<file path="src/rtl/adv_rd_pkg.sv">
package adv_rd_pkg;

    // field geometry of a per-select timing word
    localparam int HOLD_W    = 4;
    localparam int HOLD_LSB  = 24;
    localparam int GAP_W     = 2;
    localparam int GAP_LSB   = 16;
    localparam int AHOLD_BIT = 5;
    localparam int CFG_DW    = 32;

    // count width: largest enable point plus one for the data phase
    localparam int OE_W = HOLD_W + 1;

    // floor on the enable point when the address hold cycle is used
    localparam int AHOLD_FLOOR = 2;

    localparam logic [CFG_DW-1:0] CFG_MASK =
        ((CFG_DW'(1) << HOLD_W) - CFG_DW'(1)) << HOLD_LSB |
        ((CFG_DW'(1) << GAP_W)  - CFG_DW'(1)) << GAP_LSB  |
        (CFG_DW'(1) << AHOLD_BIT);

    typedef struct packed {
        logic [HOLD_W-1:0] hold;
        logic [GAP_W-1:0]  gap;
        logic              ahold;
    } rd_timing_t;

    typedef enum logic {
        S_IDLE = 1'b0,
        S_RUN  = 1'b1
    } seq_state_e;

endpackage

</file>
<file path="src/rtl/adv_rd_cfg.sv">
module adv_rd_cfg
    import adv_rd_pkg::*;
#(
    parameter int NUM_CS   = 6,
    parameter int CFG_AW   = 8,
    parameter int CFG_BASE = 'h28
) (
    input  logic                  clk,
    input  logic                  rst_n,
    input  logic                  cfg_wr,
    input  logic [CFG_AW-1:0]     cfg_addr,
    input  logic [CFG_DW-1:0]     cfg_wdata,
    output logic [CFG_DW-1:0]     cfg_rdata,
    output rd_timing_t            tim [NUM_CS]
);

    logic [CFG_DW-1:0] word_q [NUM_CS];
    logic [CFG_DW-1:0] word_d [NUM_CS];
    logic [NUM_CS-1:0] hit;

    for (genvar i = 0; i < NUM_CS; i++) begin : g_reg
        localparam int unsigned OFS = CFG_BASE + 4 * i;

        assign hit[i] = (cfg_addr == OFS[CFG_AW-1:0]);

        always_comb begin
            word_d[i] = word_q[i];
            if (cfg_wr && hit[i]) begin
                word_d[i] = cfg_wdata & CFG_MASK;
            end
        end

        always_ff @(posedge clk or negedge rst_n) begin
            if (!rst_n) begin
                word_q[i] <= '0;
            end else begin
                word_q[i] <= word_d[i];
            end
        end

        assign tim[i].hold  = word_q[i][HOLD_LSB +: HOLD_W];
        assign tim[i].gap   = word_q[i][GAP_LSB +: GAP_W];
        assign tim[i].ahold = word_q[i][AHOLD_BIT];
    end

    always_comb begin
        cfg_rdata = '0;
        for (int i = 0; i < NUM_CS; i++) begin
            if (hit[i]) begin
                cfg_rdata = word_q[i];
            end
        end
    end

endmodule

</file>
<file path="src/rtl/adv_rd_oe_calc.sv">
module adv_rd_oe_calc
    import adv_rd_pkg::*;
(
    input  rd_timing_t       tim,
    output logic [OE_W-1:0]  oe_at
);

    logic [OE_W-1:0] from_hold;
    logic [OE_W-1:0] from_gap;
    logic [OE_W-1:0] from_ahold;
    logic [OE_W-1:0] max_hg;

    always_comb begin
        from_hold  = OE_W'(tim.hold);
        from_gap   = OE_W'(tim.gap);
        from_ahold = tim.ahold ? OE_W'(AHOLD_FLOOR) : '0;
        max_hg     = (from_hold > from_gap) ? from_hold : from_gap;
        oe_at      = (max_hg > from_ahold) ? max_hg : from_ahold;
    end

endmodule

</file>
<file path="src/rtl/adv_rd_fsm.sv">
module adv_rd_fsm
    import adv_rd_pkg::*;
#(
    parameter int NUM_CS   = 6,
    parameter int ADDR_W   = 9,
    parameter int DATA_W   = 16,
    parameter int CS_IDX_W = 3
) (
    input  logic                 clk,
    input  logic                 rst_n,
    input  logic                 req_valid,
    input  logic [CS_IDX_W-1:0]  req_cs,
    input  logic [ADDR_W-1:0]    req_addr,
    input  logic [OE_W-1:0]      req_oe_at,
    input  logic                 req_ahold,
    output logic                 req_ready,
    output logic                 rsp_valid,
    output logic [DATA_W-1:0]    rsp_data,
    output logic [NUM_CS-1:0]    bus_cs_n,
    output logic                 bus_adv_n,
    output logic [ADDR_W-1:0]    bus_addr,
    output logic                 bus_oe_n,
    input  logic [DATA_W-1:0]    bus_data_in
);

    localparam logic [CS_IDX_W:0] CS_LIMIT = (CS_IDX_W + 1)'(NUM_CS);

    typedef struct packed {
        seq_state_e          st;
        logic [OE_W-1:0]     cnt;
        logic [OE_W-1:0]     oe_at;
        logic                ahold;
        logic [NUM_CS-1:0]   sel;
        logic [ADDR_W-1:0]   addr;
        logic                rsp_v;
        logic [DATA_W-1:0]   rsp_d;
    } seq_t;

    seq_t s_q;
    seq_t s_d;

    logic                idx_ok;
    logic [NUM_CS-1:0]   sel_dec;
    logic                active;
    logic                last_cycle;

    always_comb begin
        idx_ok  = ({1'b0, req_cs} < CS_LIMIT);
        sel_dec = '0;
        for (int i = 0; i < NUM_CS; i++) begin
            sel_dec[i] = (req_cs == CS_IDX_W'(i));
        end
    end

    assign active     = (s_q.st == S_RUN);
    assign last_cycle = active && (s_q.cnt == s_q.oe_at + OE_W'(1));

    always_comb begin
        s_d       = s_q;
        s_d.rsp_v = 1'b0;
        case (s_q.st)
            S_IDLE: begin
                if (req_valid && idx_ok) begin
                    s_d.st    = S_RUN;
                    s_d.cnt   = '0;
                    s_d.oe_at = req_oe_at;
                    s_d.ahold = req_ahold;
                    s_d.sel   = sel_dec;
                    s_d.addr  = req_addr;
                end
            end
            S_RUN: begin
                if (last_cycle) begin
                    s_d.st    = S_IDLE;
                    s_d.rsp_v = 1'b1;
                    s_d.rsp_d = bus_data_in;
                end else begin
                    s_d.cnt = s_q.cnt + OE_W'(1);
                end
            end
            default: s_d.st = S_IDLE;
        endcase
    end

    always_ff @(posedge clk or negedge rst_n) begin
        if (!rst_n) begin
            s_q <= '0;
        end else begin
            s_q <= s_d;
        end
    end

    always_comb begin
        req_ready = !active;
        rsp_valid = s_q.rsp_v;
        rsp_data  = s_q.rsp_d;
        bus_cs_n  = active ? ~s_q.sel : '1;
        bus_adv_n = !(active && (s_q.cnt == '0));
        bus_oe_n  = !(active && (s_q.cnt >= s_q.oe_at));
        bus_addr  = '0;
        if (active && ((s_q.cnt == '0) || (s_q.ahold && (s_q.cnt == OE_W'(1))))) begin
            bus_addr = s_q.addr;
        end
    end

endmodule

</file>
<file path="src/rtl/adv_rd_seq.sv">
module adv_rd_seq
    import adv_rd_pkg::*;
#(
    parameter int NUM_CS   = 6,
    parameter int ADDR_W   = 9,
    parameter int DATA_W   = 16,
    parameter int CFG_AW   = 8,
    parameter int CFG_BASE = 'h28
) (
    input  logic                          clk,
    input  logic                          rst_n,
    input  logic                          cfg_wr,
    input  logic [CFG_AW-1:0]             cfg_addr,
    input  logic [31:0]                   cfg_wdata,
    output logic [31:0]                   cfg_rdata,
    input  logic                          req_valid,
    input  logic [$clog2(NUM_CS)-1:0]     req_cs,
    input  logic [ADDR_W-1:0]             req_addr,
    output logic                          req_ready,
    output logic                          rsp_valid,
    output logic [DATA_W-1:0]             rsp_data,
    output logic [NUM_CS-1:0]             bus_cs_n,
    output logic                          bus_adv_n,
    output logic [ADDR_W-1:0]             bus_addr,
    output logic                          bus_oe_n,
    input  logic [DATA_W-1:0]             bus_data_in
);

    localparam int CS_IDX_W = $clog2(NUM_CS);

    rd_timing_t      tim [NUM_CS];
    rd_timing_t      sel_tim;
    logic [OE_W-1:0] sel_oe_at;

    adv_rd_cfg #(
        .NUM_CS   (NUM_CS),
        .CFG_AW   (CFG_AW),
        .CFG_BASE (CFG_BASE)
    ) u_cfg (
        .clk       (clk),
        .rst_n     (rst_n),
        .cfg_wr    (cfg_wr),
        .cfg_addr  (cfg_addr),
        .cfg_wdata (cfg_wdata),
        .cfg_rdata (cfg_rdata),
        .tim       (tim)
    );

    always_comb begin
        sel_tim = '0;
        for (int i = 0; i < NUM_CS; i++) begin
            if (req_cs == CS_IDX_W'(i)) begin
                sel_tim = tim[i];
            end
        end
    end

    adv_rd_oe_calc u_calc (
        .tim   (sel_tim),
        .oe_at (sel_oe_at)
    );

    adv_rd_fsm #(
        .NUM_CS   (NUM_CS),
        .ADDR_W   (ADDR_W),
        .DATA_W   (DATA_W),
        .CS_IDX_W (CS_IDX_W)
    ) u_fsm (
        .clk         (clk),
        .rst_n       (rst_n),
        .req_valid   (req_valid),
        .req_cs      (req_cs),
        .req_addr    (req_addr),
        .req_oe_at   (sel_oe_at),
        .req_ahold   (sel_tim.ahold),
        .req_ready   (req_ready),
        .rsp_valid   (rsp_valid),
        .rsp_data    (rsp_data),
        .bus_cs_n    (bus_cs_n),
        .bus_adv_n   (bus_adv_n),
        .bus_addr    (bus_addr),
        .bus_oe_n    (bus_oe_n),
        .bus_data_in (bus_data_in)
    );

endmodule

</file>
<file path="config.mk">
export PLATFORM = sky130hd
export DESIGN_NAME = adv_rd_seq
export DESIGN_NICKNAME = d
export VERILOG_FILES = /design/src/rtl/adv_rd_pkg.sv /design/src/rtl/adv_rd_cfg.sv /design/src/rtl/adv_rd_oe_calc.sv /design/src/rtl/adv_rd_fsm.sv /design/src/rtl/adv_rd_seq.sv
export SDC_FILE = /design/constraint.sdc
export NUM_CORES = 1
export LEC_CHECK = 0
export BUFFER_PORTS_ARGS = -buffer_cell sky130_fd_sc_hd__buf_2
export CAP_MARGIN = 25
export CORE_MARGIN = 2
export CORE_UTILIZATION = 45
export DETAILED_ROUTE_END_ITERATION = 10
export GPL_ROUTABILITY_DRIVEN = 0
export PLACE_DENSITY = 0.71
export SKIP_CTS_REPAIR_TIMING = 1
export SLEW_MARGIN = 10
export SYNTH_ARGS = -nofsm -noshare
export SYNTH_HDL_FRONTEND = slang
export SYNTH_SLANG_ARGS = --single-unit
</file>
<file path="constraint.sdc">
create_clock -name clk -period 4.1 [get_ports clk]
set_input_delay 0.205 -clock clk [delete_from_list [all_inputs] [get_ports clk]]
set_output_delay 0.205 -clock clk [all_outputs]
set_load 0.02 [all_outputs]
</file>
==> run_results.csv <==
group,metric,value,unit
status,status,"complete, no violations",
setup_path,cpPeakStageDelay,0.41,ns
power_and_ir_drop,ir_worst_vdd,0.271,mV
run,drv_cap,0,
routing,routedWlPerCell,16.4,microns
setup_path,crit_path_end,"u_fsm.s_q[34]$_DFFE_PN0P_",
setup_path,arrival,3.52,ns
routing,antenna_left,0,
floorplanning,io_pins,139,
routing,routed_wl,11000,microns
grt,grt.total_usage,19.4,%
placed_design,placed_cells,655,
timing,fin_setup_tns,0,ns
placed_design,dpl_worst_slack,0.567,ns
placed_design,post-dp-hpwl,7880,microns
floorplanning,die_w,108,microns
synth,seq_area_frac_synth,43.3,%
setup_path,reg2reg_depth,13,
setup_path,path_cells,"buf_2 > nor3b_1 > a221oi_1 > o21a_1 > or2_2 > ha_1 > nor2b_1 > o21ai_0 > a31o_2 > nand2_1 > ha_1 > or3_1 > o2111ai_1 > nand4_1 > o221ai_1",
setup_path,crit_type,"in -> reg",
finish,layout.cells.non_filler,673,
power_and_ir_drop,power.leakage,2.73,nW
timing,fin_ws,0.842,ns
synth,syn_area,4910,sq um
synth,ys.warnings.count,0,
grt,grt_pass1_vias,3636,
floorplanning,die-area,11800,sq um
floorplanning,die_y,108,microns
timing,period_share,79.5,%
timing,min_period,3.26,ns
setup_path,crit_fanout,23,
clocking,insertion_delay,0.35,ns
synth,yosysTopAreaCellShare,43.3,%
floorplanning,core,10700,sq um
setup_path,crit_buf_inv,1,
min_path,hp-start,"req_addr[1]",
finish,antenna_cells,0,
routing,drtIter0Drc,192,
timing,tightest_slew,0.853,ns
floorplanning,placementRows,38,
clocking,cts_tree,"built",
routing,drc,0,
setup_path,cpMaxStageDelayCell,"nor3b_1",
synth,synthFlopType,"dfrtp_1",
clocking,clkTransAtPathRegs,0.08,ns
grt,grt_max_degree,86,
setup_path,timing.rr.start,"u_cfg.tim[23]$_DFFE_PN0P_",
synth,synth_edf_count,0,
synth,synth_cell_types,61,
setup_path,worstSetupPathDepth,15,
placed_design,io_buffer_count,88,
floorplanning,initial_core_util,45.7,%
setup_path,cp-start-kind,"primary input",
setup_path,crit_top_cell,"ha_1",
finish,final_common_cell,"buf_2",
setup_path,end_kind,"flip-flop",
timing,hold_viol_final,0,
timing,final.setup_skew,0.00933,ns
clocking,cts_max_path_buffers,2,
setup_path,critPathRequiredTime,4.36,ns
grt,antenna_found_initial,0,
clocking,cts_sinks,85,
setup_path,critPathTopFamily,"simple AND/OR/NAND/NOR gates",
setup_path,rrSetupSlack,0.88,ns
synth,async_flop_share,100,%
power_and_ir_drop,total_power,0.00291,W
finish,drive_above_1_share,34.7,%
synth,ys_seq_elements,85,
clocking,cts_made_buffers,9,
min_path,hold_path_class,"in -> reg",
power_and_ir_drop,p_per_area,531,nW/um^2
timing,max_slew_margin,42.8,%
clocking,root_buffer,"clkbuf_8",
timing,slew_viol_final,0,
finish,fin_util,51.0,%
grt,gr-total-overflow,0,
setup_path,regToRegEndpoint,"u_fsm.s_q[34]$_DFFE_PN0P_",
synth,synth_area_leaders,"dfrtp_1 (43%), mux2_2 (13%), buf_4 (6.3%), nand2_1 (4.9%), ha_1 (2.8%)",
clocking,cts_htree_levels,3,
routing,via_count,3673,
synth,syn_inst,461,
synth,synth_top_cell_by_area,"dfrtp_1",
timing,finalSetupViolations,0,
timing,fmax,307,MHz
grt,grt_pass1_wl,17900,microns
timing,grt_setup_unrepaired,"no",
finish,fin_nets,612,
finish,area_delta_synth_final,11.6,%
synth,avgSynthCellArea,10.7,sq um
setup_path,crit_path_start,"req_cs[0]",
finish,final_cell_mix,"buf_2 (87), dfrtp_1 (85), nand2_1 (64)",
routing,via_per_inst,5.46,
routing,firstDrtPassIters,4,
metrics by stage:
stage | area (sq um) | hold slack [ns]
3_3_place_gp | 5230 | 0.399
3_5_place_dp | 5240 | 0.405
2_1_floorplan | 5000 | -0.0906
6_report | 5480 | 0.0381
5_1_grt | 5480 | 0.0354
4_1_cts | 5440 | 0.0254
kinds of logic (layout without fill, tap and decap cells):
logic type	count (synthesis)	after routing	share of synthesized area [%]
buffers and inverters	78	126	9.68
AND/OR/NAND/NOR	127	127	12.9
AO/OA/AOI/OAI	77	77	11.5
XOR/XNOR	3	3	0.535
flip-flops	85	85	43.3
other	1	25	0.0764
multiplexers	79	79	19.2
adder cells (fa/ha/maj)	11	11	2.80
flip-flops by register name, indices dropped and copies added, names as in the netlist:
register / cells
u_cfg.tim: 42
u_fsm.s_q: 25
u_fsm.rsp_data: 16
u_fsm.rsp_valid: 1
u_fsm.active: 1
cells in the mapped netlist (all sizes together), types with 3 or more instances:
cell,count
o31ai,8
nand4,3
nand2b,7
o221ai,5
nor3b,3
dfrtp,85
o21ai,14
nor3,4
mux4,3
inv,15
and3,4
a22o,6
nor2,6
nor2b,9
a21oi,10
and2,10
mux2,65
nand2,64
mux2i,11
a221oi,8
buf,49
ha,11
nand3,8
a22oi,4
clkbuf,13
report_power, final:
group / leakage, nW / total (W) / switching (W) / internal (W)
Sequential: 1.12 / 0.00119 / 0.000146 / 0.00104
Combinational: 1.51 / 0.00113 / 0.000632 / 0.000496
Clock: 0.101 / 0.000593 / 0.000284 / 0.000309
Total: 2.73 / 0.00291 / 0.00106 / 0.00185
worst min path at each step:
| stage | to | slack, ns | depth (start not counted) |
|---|---|---|---|
| global route | u_fsm.s_q[19]$_DFFE_PN0P_ | 0.04 | 3 |
| floorplan | u_cfg.tim[0]$_DFFE_PN0P_ | -0.09 | 0 |
| finish | u_fsm.s_q[18]$_DFFE_PN0P_ | 0.04 | 3 |
| global placement | u_fsm.s_q[18]$_DFFE_PN0P_ | 0.40 | 3 |
| detailed placement | u_fsm.s_q[18]$_DFFE_PN0P_ | 0.40 | 3 |
| CTS | u_fsm.s_q[18]$_DFFE_PN0P_ | 0.03 | 3 |
layout make-up:
type	count	area, sq um
repair buffers	95	523
fillers	1008	5260
flip-flops and latches	85	2130
clock buffers	11	151
inverters	16	60.1
clock inverters	4	47.5
multi-input cells	322	2400
well taps	140	175
tightest hold or removal path, stage by stage:
cell and delay [ns]:
buf_2 0.07, nand2_1 0.04, nand2_1 0.05
per-layer routing:
layer / global-route usage [%] / vias to the layer above / share of wire (%)
met5: 0 / - / 0
met3: 3.92 / 22 / 6.7
li1: - / 1725 / -
met1: 24.5 / 1774 / 42
met4: 7.78 / 0 / 2.0
met2: 32.5 / 152 / 49
(Power assumes the default switching activity.)
